`src/rtl/mtIssuePkg.sv`:
```
`timescale 1ns/1ps
package mtIssuePkg;
  // Tag width in the control-to-datapath strobe; wide enough for 16 cores or threads.
  localparam int TAG_W = 4;

  typedef struct packed {
    logic             launch;
    logic [TAG_W-1:0] core;
    logic [TAG_W-1:0] thread;
  } cplxStrobe_t;
endpackage

```
`src/rtl/mtRrArb.sv`:
```
`timescale 1ns/1ps
module mtRrArb #(
  parameter int N = 6,
  localparam int IW = (N > 1) ? $clog2(N) : 1
) (
  input  logic          clk,
  input  logic          rstN,
  input  logic [N-1:0]  req,
  output logic          gntValid,
  output logic [IW-1:0] gntIdx
);
  logic [IW-1:0] lastGnt;

  // Search starts just after the last winner; descending k so the nearest wins.
  always_comb begin
    gntValid = 1'b0;
    gntIdx   = '0;
    for (int k = N; k >= 1; k--) begin
      int idx;
      idx = (int'(lastGnt) + k) % N;
      if (req[idx]) begin
        gntValid = 1'b1;
        gntIdx   = IW'(idx);
      end
    end
  end

  always_ff @(posedge clk) begin
    if (!rstN) begin
      lastGnt <= IW'(N - 1);
    end else if (gntValid) begin
      lastGnt <= gntIdx;
    end
  end
endmodule

```
`src/rtl/mtCoreSelect.sv`:
```
`timescale 1ns/1ps
module mtCoreSelect #(
  parameter int T = 4,
  localparam int TW = (T > 1) ? $clog2(T) : 1
) (
  input  logic [T-1:0]  thrAct,
  input  logic [T-1:0]  thrLong,
  input  logic [T-1:0]  thrStall,
  input  logic          cplxGnt,
  output logic          cplxReq,
  output logic [TW-1:0] headIdx,
  output logic          issueValid,
  output logic [TW-1:0] issueIdx,
  output logic          issueLong
);
  logic [T-1:0] eligible;
  logic         headValid;
  logic [T-1:0] ready;

  // Highest-ranked eligible thread decides whether the core asks for the shared unit.
  always_comb begin
    eligible  = thrAct & ~thrStall;
    headValid = 1'b0;
    headIdx   = '0;
    for (int t = T - 1; t >= 0; t--) begin
      if (eligible[t]) begin
        headValid = 1'b1;
        headIdx   = TW'(t);
      end
    end
    cplxReq = headValid && thrLong[headIdx];
  end

  // Static priority over ready threads, slot 0 first.
  always_comb begin
    ready = eligible & ~thrLong;
    if (cplxReq && cplxGnt) ready[headIdx] = 1'b1;
    issueValid = 1'b0;
    issueIdx   = '0;
    for (int t = T - 1; t >= 0; t--) begin
      if (ready[t]) begin
        issueValid = 1'b1;
        issueIdx   = TW'(t);
      end
    end
    issueLong = issueValid && thrLong[issueIdx];
  end
endmodule

```
`src/rtl/mtIssueCtrl.sv`:
```
`timescale 1ns/1ps
module mtIssueCtrl
  import mtIssuePkg::*;
#(
  parameter int C = 6,
  parameter int T = 4,
  localparam int TW = (T > 1) ? $clog2(T) : 1,
  localparam int CW = (C > 1) ? $clog2(C) : 1
) (
  input  logic            clk,
  input  logic            rstN,
  input  logic [C*T-1:0]  thrActive,
  input  logic [C*T-1:0]  thrOpLong,
  input  logic [C*T-1:0]  thrStalled,
  output logic [C-1:0]    issueValid,
  output logic [C*TW-1:0] issueThread,
  output logic [C-1:0]    issueLong,
  output logic            gntValid,
  output logic [CW-1:0]   gntCore,
  output logic [TW-1:0]   gntThread,
  output cplxStrobe_t     strobe
);
  logic [C-1:0]  coreReq;
  logic [TW-1:0] headOf [C];

  mtRrArb #(.N(C)) u_arb (
    .clk     (clk),
    .rstN    (rstN),
    .req     (coreReq),
    .gntValid(gntValid),
    .gntIdx  (gntCore)
  );

  for (genvar c = 0; c < C; c++) begin : g_core
    logic myGnt;
    assign myGnt = gntValid && (gntCore == CW'(c));
    mtCoreSelect #(.T(T)) u_sel (
      .thrAct    (thrActive[c*T +: T]),
      .thrLong   (thrOpLong[c*T +: T]),
      .thrStall  (thrStalled[c*T +: T]),
      .cplxGnt   (myGnt),
      .cplxReq   (coreReq[c]),
      .headIdx   (headOf[c]),
      .issueValid(issueValid[c]),
      .issueIdx  (issueThread[c*TW +: TW]),
      .issueLong (issueLong[c])
    );
  end

  assign gntThread     = headOf[gntCore];
  assign strobe.launch = gntValid;
  assign strobe.core   = TAG_W'(gntCore);
  assign strobe.thread = TAG_W'(gntThread);
endmodule

```
`src/rtl/mtIssueData.sv`:
```
`timescale 1ns/1ps
module mtIssueData
  import mtIssuePkg::*;
#(
  parameter int C   = 6,
  parameter int T   = 4,
  parameter int LAT = 5,
  localparam int TW = (T > 1) ? $clog2(T) : 1,
  localparam int CW = (C > 1) ? $clog2(C) : 1
) (
  input  logic           clk,
  input  logic           rstN,
  input  cplxStrobe_t    strobe,
  output logic [C*T-1:0] thrStalled,
  output logic           doneValid,
  output logic [CW-1:0]  doneCore,
  output logic [TW-1:0]  doneThread
);
  logic          pipeVld  [LAT];
  logic [CW-1:0] pipeCore [LAT];
  logic [TW-1:0] pipeThr  [LAT];
  logic [C*T-1:0] stallNext;

  // Fixed-latency stand-in for the shared complex unit: carries only tags.
  always_ff @(posedge clk) begin
    if (!rstN) begin
      for (int s = 0; s < LAT; s++) begin
        pipeVld[s]  <= 1'b0;
        pipeCore[s] <= '0;
        pipeThr[s]  <= '0;
      end
    end else begin
      pipeVld[0]  <= strobe.launch;
      pipeCore[0] <= CW'(strobe.core);
      pipeThr[0]  <= TW'(strobe.thread);
      for (int s = 1; s < LAT; s++) begin
        pipeVld[s]  <= pipeVld[s-1];
        pipeCore[s] <= pipeCore[s-1];
        pipeThr[s]  <= pipeThr[s-1];
      end
    end
  end

  assign doneValid  = pipeVld[LAT-1];
  assign doneCore   = pipeCore[LAT-1];
  assign doneThread = pipeThr[LAT-1];

  always_comb begin
    stallNext = thrStalled;
    if (doneValid) stallNext[int'(doneCore)*T + int'(doneThread)] = 1'b0;
    if (strobe.launch) stallNext[int'(strobe.core)*T + int'(strobe.thread)] = 1'b1;
  end

  always_ff @(posedge clk) begin
    if (!rstN) thrStalled <= '0;
    else       thrStalled <= stallNext;
  end
endmodule

```
`src/rtl/mtIssueCluster.sv`:
```
`timescale 1ns/1ps
module mtIssueCluster
  import mtIssuePkg::*;
#(
  parameter int NUM_CORES   = 6,
  parameter int NUM_THREADS = 4,
  parameter int LONG_LAT    = 5,
  localparam int TW = (NUM_THREADS > 1) ? $clog2(NUM_THREADS) : 1,
  localparam int CW = (NUM_CORES > 1) ? $clog2(NUM_CORES) : 1
) (
  input  logic                            clk,
  input  logic                            rstN,
  input  logic [NUM_CORES*NUM_THREADS-1:0] thrActive,
  input  logic [NUM_CORES*NUM_THREADS-1:0] thrOpLong,
  output logic [NUM_CORES-1:0]            issueValid,
  output logic [NUM_CORES*TW-1:0]         issueThread,
  output logic [NUM_CORES-1:0]            issueLong,
  output logic                            cplxGrantValid,
  output logic [CW-1:0]                   cplxGrantCore,
  output logic [TW-1:0]                   cplxGrantThread,
  output logic                            cplxDoneValid,
  output logic [CW-1:0]                   cplxDoneCore,
  output logic [TW-1:0]                   cplxDoneThread,
  output logic [NUM_CORES*NUM_THREADS-1:0] thrStalled
);
  cplxStrobe_t strobe;

  mtIssueCtrl #(.C(NUM_CORES), .T(NUM_THREADS)) u_ctrl (
    .clk        (clk),
    .rstN       (rstN),
    .thrActive  (thrActive),
    .thrOpLong  (thrOpLong),
    .thrStalled (thrStalled),
    .issueValid (issueValid),
    .issueThread(issueThread),
    .issueLong  (issueLong),
    .gntValid   (cplxGrantValid),
    .gntCore    (cplxGrantCore),
    .gntThread  (cplxGrantThread),
    .strobe     (strobe)
  );

  mtIssueData #(.C(NUM_CORES), .T(NUM_THREADS), .LAT(LONG_LAT)) u_data (
    .clk       (clk),
    .rstN      (rstN),
    .strobe    (strobe),
    .thrStalled(thrStalled),
    .doneValid (cplxDoneValid),
    .doneCore  (cplxDoneCore),
    .doneThread(cplxDoneThread)
  );
endmodule

```
`config.mk`:
```
export PLATFORM = sky130hd
export DESIGN_NAME = mtIssueCluster
export DESIGN_NICKNAME = d
export VERILOG_FILES = /design/src/rtl/mtIssuePkg.sv /design/src/rtl/mtRrArb.sv /design/src/rtl/mtCoreSelect.sv /design/src/rtl/mtIssueCtrl.sv /design/src/rtl/mtIssueData.sv /design/src/rtl/mtIssueCluster.sv
export SDC_FILE = /design/constraint.sdc
export NUM_CORES = 1
export LEC_CHECK = 0
export ABC_AREA = 1
export BUFFER_PORTS_ARGS = -buffer_cell sky130_fd_sc_hd__buf_4
export CAP_MARGIN = 20
export CORE_MARGIN = 2
export CORE_UTILIZATION = 58
export DETAILED_ROUTE_END_ITERATION = 10
export PLACE_DENSITY_LB_ADDON = 0.25
export SLEW_MARGIN = 15
export SYNTH_ARGS = -nofsm -noshare
export SYNTH_HDL_FRONTEND = slang
export SYNTH_HIERARCHICAL = 1
export SYNTH_SLANG_ARGS = --single-unit
```
`constraint.sdc`:
```
create_clock -name clk -period 6.4 [get_ports clk]
set_input_delay 0.32 -clock clk [delete_from_list [all_inputs] [get_ports clk]]
set_output_delay 0.32 -clock clk [all_outputs]
set_load 0.03 [all_outputs]
```
# After elaboration in Yosys (flattened, before gate mapping)
# Memory sizes are Yosys's and may differ from the RTL's.
# Index checks and enable logic that the tools add are counted.
[totals]
ff_bits = 27
ramBits = 30
input_bits = 50
out_inout_bits = 60
n_memories = 3
[memory_table]
columns = ["memory", "words", "width", "rd", "rd_clocked_by_memory_dff", "wr", "line_no", "source"]
rows = [
  ["u_data.pipeCore", 5, 3, 5, 0, 5, "mtIssueData.sv:20", "logic [CW-1:0] pipeCore [LAT];"],
  ["u_data.pipeThr", 5, 2, 5, 0, 5, "mtIssueData.sv:21", "logic [TW-1:0] pipeThr [LAT];"],
  ["u_data.pipeVld", 5, 1, 5, 0, 5, "mtIssueData.sv:19", "logic pipeVld [LAT];"],
]
[classes]
addsub = 8
div_mod_pow = 6
order_cmp = 29
eq_ne = 5
muxes = 194
n_bitwise = 49
reduce_logical = 33
[op_table]
columns = ["cell", "count"]
rows = [
  ["less-than comparator 32 x 5 -> 1 bit, second input constant", 6],
  ["remainder unit 32 x 4 -> 32 bit, second input constant", 6],
  ["2-to-1 mux 2 bit", 55],
  ["2-to-1 mux 1 bit", 93],
  ["greater-or-equal comparator 32 x 1 -> 1 bit, second input constant", 2],
  ["less-than comparator 32 x 7 -> 1 bit, second input constant", 2],
  ["AND 4 bit", 12],
  ["2-to-1 mux 24 bit", 2],
  ["inverter 4 bit", 12],
  ["less-than comparator 2 x 3 -> 1 bit, second input constant", 12],
  ["2-to-1 mux 3 bit", 11],
  ["logical AND 1 bit", 32],
  ["AND 24 bit", 1],
  ["binary-select mux 1 bit (select 2 bit)", 12],
  ["2-to-1 mux 4 bit", 6],
  ["inverter 24 bit", 1],
  ["bitwise OR 24 bit", 1],
  ["bitwise OR 4 bit", 6],
  ["binary-select mux 1 bit (select 3 bit)", 6],
  ["bitwise OR 1 bit", 15],
  ["adder 3 x 3 -> 4 bit, second input constant", 3],
  ["adder 5 x 2 -> 6 bit", 2],
  ["demux 1 bit (select 2 bit)", 6],
  ["greater-or-equal comparator 2 x 1 -> 1 bit, second input constant", 6],
  ["10 further kinds", 14],
]

# Logic depth before layout (Yosys ltp)
# Gate-level depths: netlist of the first run.
[depth]
ltp_word = 29
ltp_mapped = 38

# Hierarchy
# The synthesis of the first run kept the hierarchy.
[by_module_without_submodules]
columns = ["module", "n_inst", "cells_each", "area_each_um2", "seq_area_each_um2"]
rows = [
  ["mtIssueData", 1, 260, 2068.2, 1081.0],
  ["mtCoreSelect", 6, 57, 296.5, 0.0],
  ["mtRrArb", 1, 199, 1087.3, 60.1],
  ["mtIssueCtrl", 1, 54, 259.0, 0.0],
]

# Least setup slack after synthesis of the first run
# OpenSTA, ideal clock, no wires.
[synth_path]
path_kind = "register to register"
start = "register u_ctrl.u_arb.lastGnt[2]"
end = "register u_data.thrStalled[20]"
setup_time_ns = 0.071
arrival_ns = 4.026
required_ns = 6.329
slack_ns = 2.303
path_stages_with_launch = 36
n_path_buf = 3
period_less_slack_ns = 4.097
cell_sequence = "dfxtp_1 > inv_2 > ha_1 > buf_2 > nand2_2 > nand2_2 > ha_1 > nor2_1 > nand3_1 > nand2_2 > nand3_1 > nand2_1 > nand2_1 > nand3_1 > nand2_2 > nand2_1 > nand2_1 > nand2_1 > nand2_1 > nand2_1 > nand2_2 > inv_1 > buf_6 > inv_8 > nand2_1 > nand2_1 > nand2_1 > nand2_1 > nand2_1 > nand2_1 > buf_4 > nor3_2 > inv_1 > nor2_1 > nand2_1 > a21oi_1"
[synth_between]
elab_chain_len = 22
elab_cells_between_ends = 54
cone_classes = "add/sub (7); div (6); order compare (2); mux (36); bitwise (2); reduce/logical (1)"
[synth_rtl]
columns = ["element", "line_no", "source"]
rows = [
  ["start, declared", "mtRrArb.sv:12", "logic [IW-1:0] lastGnt;"],
  ["start signal, assigned", "mtRrArb.sv:30", "lastGnt <= IW'(N - 1);"],
  ["start signal, assigned", "mtRrArb.sv:32", "lastGnt <= gntIdx;"],
  ["adder 3 x 3 -> 4 bit", "mtRrArb.sv:20", "idx = (int'(lastGnt) + k) % N;"],
  ["remainder unit 32 x 4 -> 32 bit", "mtRrArb.sv:20", ""],
  ["binary-select mux 1 bit (select 3 bit)", "mtRrArb.sv:21", "if (req[idx]) begin"],
  ["2-to-1 mux 1 bit (implied by the code) (2 in series)", "mtRrArb.sv:21", ""],
  ["2-to-1 mux 3 bit (5 in series)", "mtRrArb.sv:21", ""],
  ["2-to-1 mux 3 bit (*)", "mtRrArb.sv:21", ""],
  ["via cplxGrantCore[0]", "mtIssueCluster.sv:19", "output logic [CW-1:0] cplxGrantCore,"],
  ["inverter 3 -> 4 bit (implied by the code) (*)", "mtIssueCtrl.sv:50", "assign gntThread = headOf[gntCore];"],
  ["[3 not listed]", "-", ""],
  ["via cplxGrantThread[0]", "mtIssueCluster.sv:20", "output logic [TW-1:0] cplxGrantThread,"],
  ["adder 5 x 2 -> 6 bit (*)", "mtIssueData.sv:51", "if (strobe.launch) stallNext[int'(strobe.core)*T + int'(strobe.thread)] = 1'b1;"],
  ["greater-or-equal comparator 32 x 1 -> 1 bit (implied by the code) or less-than comparator 32 x 7 -> 1 bit (tied branches)", "mtIssueData.sv:51", ""],
  ["logical AND 1 bit (implied by the code)", "mtIssueData.sv:51", ""],
  ["2-to-1 mux 1 bit (implied by the code)", "mtIssueData.sv:51", ""],
  ["demux 1 bit (select 5 bit) (*)", "-", ""],
  ["bitwise OR 24 bit (no source line) (*)", "-", ""],
  ["2-to-1 mux 24 bit (*)", "mtIssueData.sv:51", ""],
  ["end signal, assigned", "mtIssueData.sv:56", "else thrStalled <= stallNext;"],
  ["end, declared", "mtIssueData.sv:14", "output logic [C*T-1:0] thrStalled,"],
]
# The timed path passes the listed nets; every way through them passes the cells marked *. The select of a mux whose other input is x is not followed.
# A chain may end at the register's enable or synchronous reset.

# Worst setup path in the final report of the first run
[layout_path]
start = "register u_ctrl.u_arb.lastGnt[0]"
end = "output issueThread[6]"
[layout_between]
elab_chain_len = 19
elab_cells_between_ends = 50
cone_classes = "add/sub (6); div (6); eq/ne (1); mux (35); reduce/logical (2)"
[layout_rtl]
columns = ["element", "line_no", "source"]
rows = [
  ["adder 3 x 3 -> 4 bit", "mtRrArb.sv:20", ""],
  ["remainder unit 32 x 4 -> 32 bit", "mtRrArb.sv:20", ""],
  ["binary-select mux 1 bit (select 3 bit)", "mtRrArb.sv:21", ""],
  ["2-to-1 mux 1 bit (implied by the code) (2 in series)", "mtRrArb.sv:21", ""],
  ["2-to-1 mux 3 bit (6 in series)", "mtRrArb.sv:21", ""],
  ["== test 3 x 2 -> 1 bit", "mtIssueCtrl.sv:36", "assign myGnt = gntValid && (gntCore == CW'(c));"],
  ["logical AND 1 bit (*)", "mtIssueCtrl.sv:36", ""],
  ["via u_ctrl.g_core[3].myGnt", "mtIssueCtrl.sv:35", "logic myGnt;"],
  ["logical AND 1 bit (*)", "mtCoreSelect.sv:37", "if (cplxReq && cplxGnt) ready[headIdx] = 1'b1;"],
  ["2-to-1 mux 4 bit (*)", "mtCoreSelect.sv:37", ""],
  ["2-to-1 mux 2 bit (3 in series)", "mtCoreSelect.sv:41", "if (ready[t]) begin"],
  ["2-to-1 mux 2 bit (*)", "mtCoreSelect.sv:41", ""],
  ["end, declared", "mtIssueCluster.sv:16", "output logic [NUM_CORES*TW-1:0] issueThread,"],
]
# Marks and branches as above.

==> results of run 1 <==
-- per-layer routing --
metal  vias up  GRT usage, %  part of all wire (%)
met3        24          4.61                   6.2
met2       162          43.6                    47
met5         -             0                     0
li1       2810             -                     -
met4         0          8.22                   1.9
met1      2338          33.9                    45
-- critical path, delay by kind of cell, from the launching register on --
family          cells  cell delay, ns
flops               1            0.77
fa+ha+maj           2            0.60
buf+inv             5            0.77
compound gates      2            0.28
simple gates       18            1.99
-- path summary, 6_finish.rpt --
kind,from,to,depth (start not counted)
max,u_ctrl/u_arb/lastGnt[0],issueThread[6],27
min,rstN,u_ctrl/u_arb/lastGnt[0],2
max reg2reg,u_ctrl/u_arb/lastGnt[0],u_data/thrStalled[16],32
min reg2reg,u_data/pipeVld[0][3],u_data/pipeVld[0][4],2
-- cell type report --
type	instances	share of cell area, %
Inverter	183	11.3
Tap cell	108	2.19
Multi-Input combinational cell	592	51.6
Clock buffer	9	2.01
Clock inverter	7	1.14
Timing Repair Buffer	109	13.3
Sequential cell	57	18.5
-- kinds of logic (layout without fill, tap and decap cells) --
family,count (synthesis),in the layout
simple gates,491,491
buf+inv,208,308
compound gates,84,84
flops,57,57
fa+ha+maj,13,13
other cells,1,3
xor+xnor,1,1
-- synthesized netlist by cell type (2+ instances only) --
cell and number:
nand2_1 221, inv_1 147, nand3_1 73, nor2_1 63
nand2_2 59, dfxtp_1 57, inv_2 34, o21ai_0 29
a21oi_1 23, buf_4 15, nand3_2 14, nand4_1 14
ha_1 12, a21oi_2 10, nor2_2 10, nand3b_1 8
nor2_4 8, nand2_4 6, o21bai_2 6, o22ai_2 6
or2_2 6, nor3_1 5, buf_6 4, clkbuf_1 4
o21ai_2 4, o21ai_1 3, nor3_4 2
-- registers in the layout, summed over array words and instances (netlist names) --
name,cells
u_data/pipeThr,10
u_data/pipeCore,15
u_data/thrStalled,24
u_ctrl/u_arb/lastGnt,3
u_data/pipeVld,5
-- stage by stage --
step / hold slack, ns / area, µm² / std cells
global placement: 0.392 / 5970 / 1049
finish: 0.334 / 6170 / 1065
CTS: 0.321 / 6170 / 1065
floorplan: 0.390 / 5200 / 857
detailed placement: 0.399 / 5970 / 1049
global route: 0.344 / 6170 / 1065
==> metrics.yaml, run 1 <==
outcome: "completed"
ys_ff_latch: 57
clock_path_buffers: 2
via_per_inst: 5.01
slew_headroom_pct: 50.7
fmax_ghz: 0.196
clock-sinks: 57
dr.pass1.iters: 6
seqCellArea_um2: 1140
synthAdderAreaFrac_pct: 3.28
synthDistinctLibCells: 39
multi_input_area_um2: 3180
startpoint_type: "flip-flop"
synth_compound_area_share_pct: 10.9
ios: 110
cpMaxStageDelayCell: "dfxtp_1"
finalSetupTns_ns: 0
place_congestion: 0.952
io_buffers: 109
cts-root-buf: "clkbuf_8"
rsz0062_at_grt: "no"
final_cell_mix: "nand2_1, inv_1, buf_4, nand3_1, nor2_1"
synth_edf_count: 0
cts_tree: "yes"
synthSimpleGateAreaFrac_pct: 46.7
n_antenna_cell: 0
synthMuxAreaShare_pct: 0
place_ws_ns: 1.71
post_cts_buffers: 0
crit_path_max_fanout: 18
period_minus_slack_ns: 5.10
final_common_cell: "nand2_1"
cts.repair.resized: 0
grt_max_degree: 35
skew_ns: 0.00665
finalCritPeriodShare_pct: 79.7
synthFlopType: "dfxtp_1"
post_synth.cell_area_avg_um2: 6.07
core-area_um2: 8720
yosys-top-cells-area: "dfxtp_1, nand2_1, inv_1"
synth_cells: 855
die-area_um2: 9730
reg2reg_slack_ns: 1.71
async_flop_share_pct: 0
antenna_found_initial: 0
h-tree-depth: 3
yosysSeqAreaShare_pct: 22.0
grt_overflow: 0
drv_slew: 0
cts_made_buffers: 9
drive_gt1_share_pct: 30.7
die_y_um: 98.6
worst_ep_required_time_ns: 6.08
crit_top_cell: "nand2_1"
hold_viol: 0
drc: 0
synth-xor-area-share_pct: 0.169
die_w_um: 98.6
synthesis.area_um2: 5190
ant_nets: 0
clock_latency_ns: 0.33
max_stage_delay_ns: 0.77
setup_viol: 0
synth.top_cell.area_share_pct: 22.0
fillers: 814
grt_pass1_vias: 4755
synth_area_leader_cell: "dfxtp_1"
cp-end-kind: "primary output"
finalNetCount: 1015
totalWireLength_um: 12500
synth_top_family_by_area: "simple AND/OR/NAND/NOR gates"
cts.clk_slew.worst_paths_ns: 0.07
vias: 5334
grt_pass1_wl_um: 21100
grt_use_total_pct: 25.9
max_cap_violations: 0
area_growth_pct: 18.7
worst_pin_slew_ns: 0.738
row_count: 34
first_iter_violations: 277
holdBufCountCts: 0
ys_warn_count: 6
initial_utilization_pct: 59.6
hold_path.class: "in2reg"
hpwl_um: 10100
wl_per_cell_um: 11.8
crit_type: "reg2out"
setup_ws_ns: 1.30
final_core_util_pct: 70.7
worstPathArrival_ns: 4.78
Power of run 1 is not shown: default switching activity piles up to over one toggle a cycle in this logic, so the estimate is an artifact.
==> run 2: changes to the inputs <==
Settings changed: CORE_UTILIZATION 58 to 56.
Clock period 6.4 ns to 4.8 ns, I/O delays scaled along.
==> run 2 against run 1 <==
Compared with the run above:
- die area increased by 3.4%
- global-route usage fell by 0.36 points
- critical path type unchanged
- final cell count up 0.85%
- utilization decreased by 1.7 points
- routed wire length is 3.7% higher
- critical endpoint is now issueThread[5]
- flip-flop and latch count is the same
==> metrics.yaml, run 2 (synthesized netlist as in run 1, its figures left out) <==
core-area_um2: 9110  # +4.4%
place_congestion: 0.947  # -0.55%
worst_pin_slew_ns: 0.766  # +0.0280 ns
finalNonFillerCells: 1074  # +0.85%
h-tree-depth: 3  # unchanged
wl_per_cell_um: 12.1  # +2.8%
setup_viol: 0  # unchanged
drc: 0  # unchanged
crit_path_max_fanout: 8  # -10
antenna_found_initial: 0  # unchanged
holdBufCountCts: 0  # unchanged
clock_latency_ns: 0.34  # about the same
initial_utilization_pct: 57.0  # -2.5 points
crit_top_cell: "nand2_1"
die-area_um2: 10100  # +3.4%
io_buffers: 109  # unchanged
hold_path.class: "in2reg"
startpoint_type: "flip-flop"
ios: 110  # unchanged
largest_register_ffs: 24  # unchanged
period_minus_slack_ns: 4.38
outcome: "completed"
crit-reg2reg-launch: "u_ctrl/u_arb/lastGnt[2]"
grt_overflow: 0  # unchanged
clock_path_buffers: 2  # unchanged
placed_cells: 1055  # +0.57%
hold_viol: 0  # unchanged
cpMaxStageDelayCell: "dfxtp_2"
final_cell_mix: "nand2_1, inv_1, buf_4, nand3_1, nor2_1"
die_y_um: 100  # +1.7%
cts-root-buf: "clkbuf_8"
die_w_um: 100  # +1.7%
clock-sinks: 57  # unchanged
cp-end-kind: "primary output"
final_common_cell: "nand2_1"
finalCritPeriodShare_pct: 91.3
grt_pass1_wl_um: 20900  # -0.89%
cts_made_buffers: 9  # unchanged
worst_ep_required_time_ns: 4.56  # -1.52 ns
crit_path_end: "issueThread[5]"
reg_top3: "u_data/thrStalled x24, u_data/pipeCore x15, u_data/pipeThr x10"
slew_headroom_pct: 48.9  # -1.9 points
top_register: "u_data/thrStalled"
row_count: 35  # +2.9%
reg2reg_to: "u_data/thrStalled[18]"
n_antenna_cell: 0  # unchanged
grt_pass1_vias: 4700  # -1.2%
cts.clk_slew.worst_paths_ns: 0.07  # about the same
via_per_inst: 5.05  # +0.78%
vias: 5421  # +1.6%
area_growth_pct: 21.0
reg2reg_slack_ns: 0.54  # -1.17 ns
max_cap_violations: 0  # unchanged
cts_tree: "yes"
crit_type: "reg2out"
drive_gt1_share_pct: 32.2  # +1.5 points
hpwl_um: 10200  # +0.73%
grt_use_total_pct: 25.6  # -0.36 points
totalWireLength_um: 13000  # +3.7%
skew_ns: 0.00984  # +0.00319 ns
finalNetCount: 1021  # +0.59%
first_iter_violations: 429  # +55%
grt_max_degree: 35  # unchanged
ant_nets: 0  # unchanged
dr.pass1.iters: 8  # +2
fmax_ghz: 0.228
drv_slew: 0  # unchanged
worstSetupStartpoint: "u_ctrl/u_arb/lastGnt[2]"
r2r_cells: 32  # unchanged
max_stage_delay_ns: 0.42  # -0.35 ns
worstPathArrival_ns: 4.14  # -0.64 ns
[run 2: changes by cell type in the layout (fill, tap and decap cells not counted), sizes merged]
| cell | change |
|---|---|
| inv | -2 |
| clkbuf | +2 |
| clkinvlp | +2 |
| clkinv | -1 |
| buf | +5 |
[run 2: repair_timing]
item / CTS / global route
setup endpoints to repair: 4 / 42
pin swaps: 0 / 1
cloned: 0 / 1
resized for setup: 1 / 17
buffers inserted: 0 / 2
[run 2: how the worst min path moves through the flow]
stage	from	endpoint	cells after the start
floorplan	rstN	u_ctrl/u_arb/lastGnt[0]	1
global placement	u_data/pipeThr[0][6]	u_data/pipeThr[0][8]	2
detailed placement	u_data/pipeThr[0][3]	u_data/pipeThr[0][5]	2
CTS	rstN	u_ctrl/u_arb/lastGnt[0]	2
global route	rstN	u_ctrl/u_arb/lastGnt[0]	2
finish	rstN	u_ctrl/u_arb/lastGnt[0]	2
[run 2: layout make-up]
class / count / area (µm²)
Timing Repair Buffer: 114 / 856
Sequential cell: 57 / 1140
Fill cell: 819 / 2820
Tap cell: 111 / 139
Clock inverter: 5 / 56.3
Clock buffer: 11 / 131
Inverter: 183 / 698
Multi-Input combinational cell: 592 / 3260
Timing Repair inverter: 1 / 5.00
[run 2: layer usage]
layer / wire, µm / track usage [%] / part of all wire, % / up-vias
li1: - / - / - / 2819
met1: 5970 / 34.7 / 46 / 2387
met2: 5820 / 41.0 / 45 / 187
met3: 931 / 5.43 / 7.2 / 28
met4: 289 / 7.48 / 2.2 / 0
met5: 0 / 0 / 0 / -
[run 2: through the flow]
step | setup TNS [ns] | utilization (%) | instance area [µm²] | hold slack (ns) | setup WS (ns)
final | 0 | 69.0 | 6290 | 0.267 | 0.415
after global routing | -0.00916 | 69.0 | 6290 | 0.278 | -0.00916
after CTS | -0.00378 | 68.0 | 6190 | 0.252 | -0.00348
after detailed placement | 0 | 65.9 | 6000 | 0.397 | 0.312
after global placement | 0 | 65.9 | 6000 | 0.392 | 0.396
after floorplan | 0 | - | 5200 | 0.312 | 0.703
[run 2: critical path, delay by kind of cell (launching register included)]
family | cells | cell delay (ns)
compound gates | 1 | 0.16
fa+ha+maj | 2 | 0.50
buf+inv | 5 | 0.78
flops | 1 | 0.42
simple gates | 19 | 1.95
Power of run 2 is left out for the same reason.
==> run 3: changes to the inputs <==
Settings changed: PLACE_DENSITY set to 0.82, PLACE_DENSITY_LB_ADDON 0.25 to not set.
==> run 3 against run 2 <==
Compared with the run above:
- first-iteration DRC count fell by 31%
- via count fell by 0.18%
- flip-flop and latch count did not move
- worst hold slack improved by 0.0066 ns
- critical path depth rose by 2
- final cell count rose by 0.19%
==> metrics.yaml, run 3 (synthesized netlist as in run 1, its figures left out) <==
wl_per_cell_um: 12.6  # +3.9%
grt_use_total_pct: 27.0  # +1.4 points
crit-reg2reg-launch: "u_ctrl/u_arb/lastGnt[1]"
cp-end-kind: "primary output"
ios: 110  # unchanged
grt_max_degree: 35  # unchanged
crit_path_max_fanout: 9  # +1
die_w_um: 100  # unchanged
hold_path.class: "in2reg"
hpwl_um: 10900  # +6.8%
grt_pass1_wl_um: 22200  # +6.0%
grt_overflow: 0  # unchanged
reg_top3: "u_data/thrStalled x24, u_data/pipeCore x15, u_data/pipeThr x10"
clock-sinks: 57  # unchanged
reg2reg_to: "u_data/thrStalled[20]"
slew_headroom_pct: 48.9  # +0.066 points
clock_path_buffers: 2  # unchanged
h-tree-depth: 3  # unchanged
cts.clk_slew.worst_paths_ns: 0.07  # about the same
cts_tree: "yes"
die_y_um: 100  # unchanged
path_depth: 29  # +7.4%
finalNetCount: 1023  # +0.20%
max_stage_delay_ns: 0.42  # about the same
row_count: 35  # unchanged
final_common_cell: "nand2_1"
startpoint_type: "flip-flop"
path_delay_family: "simple AND/OR/NAND/NOR gates"
place_congestion: 0.982  # +3.7%
crit_type: "reg2out"
totalWireLength_um: 13500  # +4.1%
crit_path_end: "issueThread[4]"
top_register: "u_data/thrStalled"
area_growth_pct: 21.3
period_minus_slack_ns: 4.33  # -0.0565 ns
drive_gt1_share_pct: 32.4  # +0.24 points
initial_utilization_pct: 57.0  # unchanged
clock_latency_ns: 0.33  # about the same
crit_top_cell: "nand2_1"
io_buffers: 109  # unchanged
first_iter_violations: 296  # -31%
core-area_um2: 9110  # unchanged
cts_made_buffers: 9  # unchanged
r2r_cells: 33  # +3.1%
skew_ns: 0.0124  # +0.00255 ns
drv_slew: 0  # unchanged
drc: 0  # unchanged
die-area_um2: 10100  # unchanged
n_antenna_cell: 0  # unchanged
grt_pass1_vias: 5002  # +6.4%
largest_register_ffs: 24  # unchanged
fmax_ghz: 0.231  # +1.3%
antenna_found_initial: 0  # unchanged
final_cell_mix: "nand2_1, inv_1, buf_4, nand3_1"
dr.pass1.iters: 5  # -3
worstSetupStartpoint: "u_ctrl/u_arb/lastGnt[2]"
setup_viol: 0  # unchanged
cts-root-buf: "clkbuf_8"
worst_pin_slew_ns: 0.765  # -0.000994 ns
hold_viol: 0  # unchanged
place_ws_ns: 0.409  # +0.0965 ns
setup_ws_ns: 0.472  # +0.0565 ns
cpMaxStageDelayCell: "dfxtp_2"
path_buf_inv: 4  # -1
finalCritPeriodShare_pct: 90.2  # -1.2 points
max_cap_violations: 0  # unchanged
outcome: "completed"
ant_nets: 0  # unchanged
worstPathArrival_ns: 4.09  # -0.05 ns
reg2reg_slack_ns: 0.56  # +0.02 ns
worst_ep_required_time_ns: 4.56  # about the same
vias: 5411  # -0.18%
via_per_inst: 5.03  # -0.37%
-- run 3: cell types whose count changed in the layout (fill, tap and decap cells not counted), sizes merged --
cell / change
buf: +3
clkbuf: +1
clkinv: -1
clkinvlp: -1
-- run 3: worst min path at each step --
stage	start	end	slack (ns)	depth (start not counted)
finish	rstN	u_ctrl/u_arb/lastGnt[0]	0.27	2
global route	rstN	u_ctrl/u_arb/lastGnt[0]	0.29	2
CTS	rstN	u_ctrl/u_arb/lastGnt[0]	0.26	2
detailed placement	u_data/pipeThr[0][4]	u_data/pipeThr[0][6]	0.40	2
global placement	u_data/pipeThr[0][7]	u_data/pipeThr[0][9]	0.39	2
floorplan	rstN	u_ctrl/u_arb/lastGnt[0]	0.31	1
-- run 3: final cells by class --
type / instances / area (µm²)
clock buffer: 12 / 155
clock inverter: 4 / 51.3
fill: 832 / 2810
inverter: 183 / 698
multi-input combinational: 592 / 3240
sequential: 57 / 1140
tap: 111 / 139
timing repair buffer: 117 / 878
-- run 3: per-stage QoR --
stage / TNS (ns) / area, µm² / utilization (%) / hold WS [ns] / instances
floorplan: 0 / 5200 / - / 0.312 / 857
global placement: 0 / 6010 / 66.0 / 0.392 / 1057
detailed placement: 0 / 6010 / 66.0 / 0.397 / 1057
CTS: 0 / 6220 / 68.3 / 0.260 / 1073
global route: -0.0115 / 6300 / 69.2 / 0.290 / 1076
finish: 0 / 6300 / 69.2 / 0.274 / 1076
-- run 3: what timing repair did --
action | 4_1_cts | 5_1_grt
endpoints found under the hold margin | 0 | 0
setup buffers | 0 | 3
hold buffers | 0 | 0
endpoints found under the setup margin | 0 | 48
resized for setup | 0 | 16
-- run 3: routing by layer --
metal / global-route usage [%] / share of wire [%] / up-vias
li1: - / - / 2819
met1: 35.5 / 45 / 2411
met2: 46.0 / 48 / 159
met3: 3.13 / 5.0 / 22
met4: 8.85 / 2.0 / 0
met5: 0 / 0 / -
Power of run 3 is left out for the same reason.
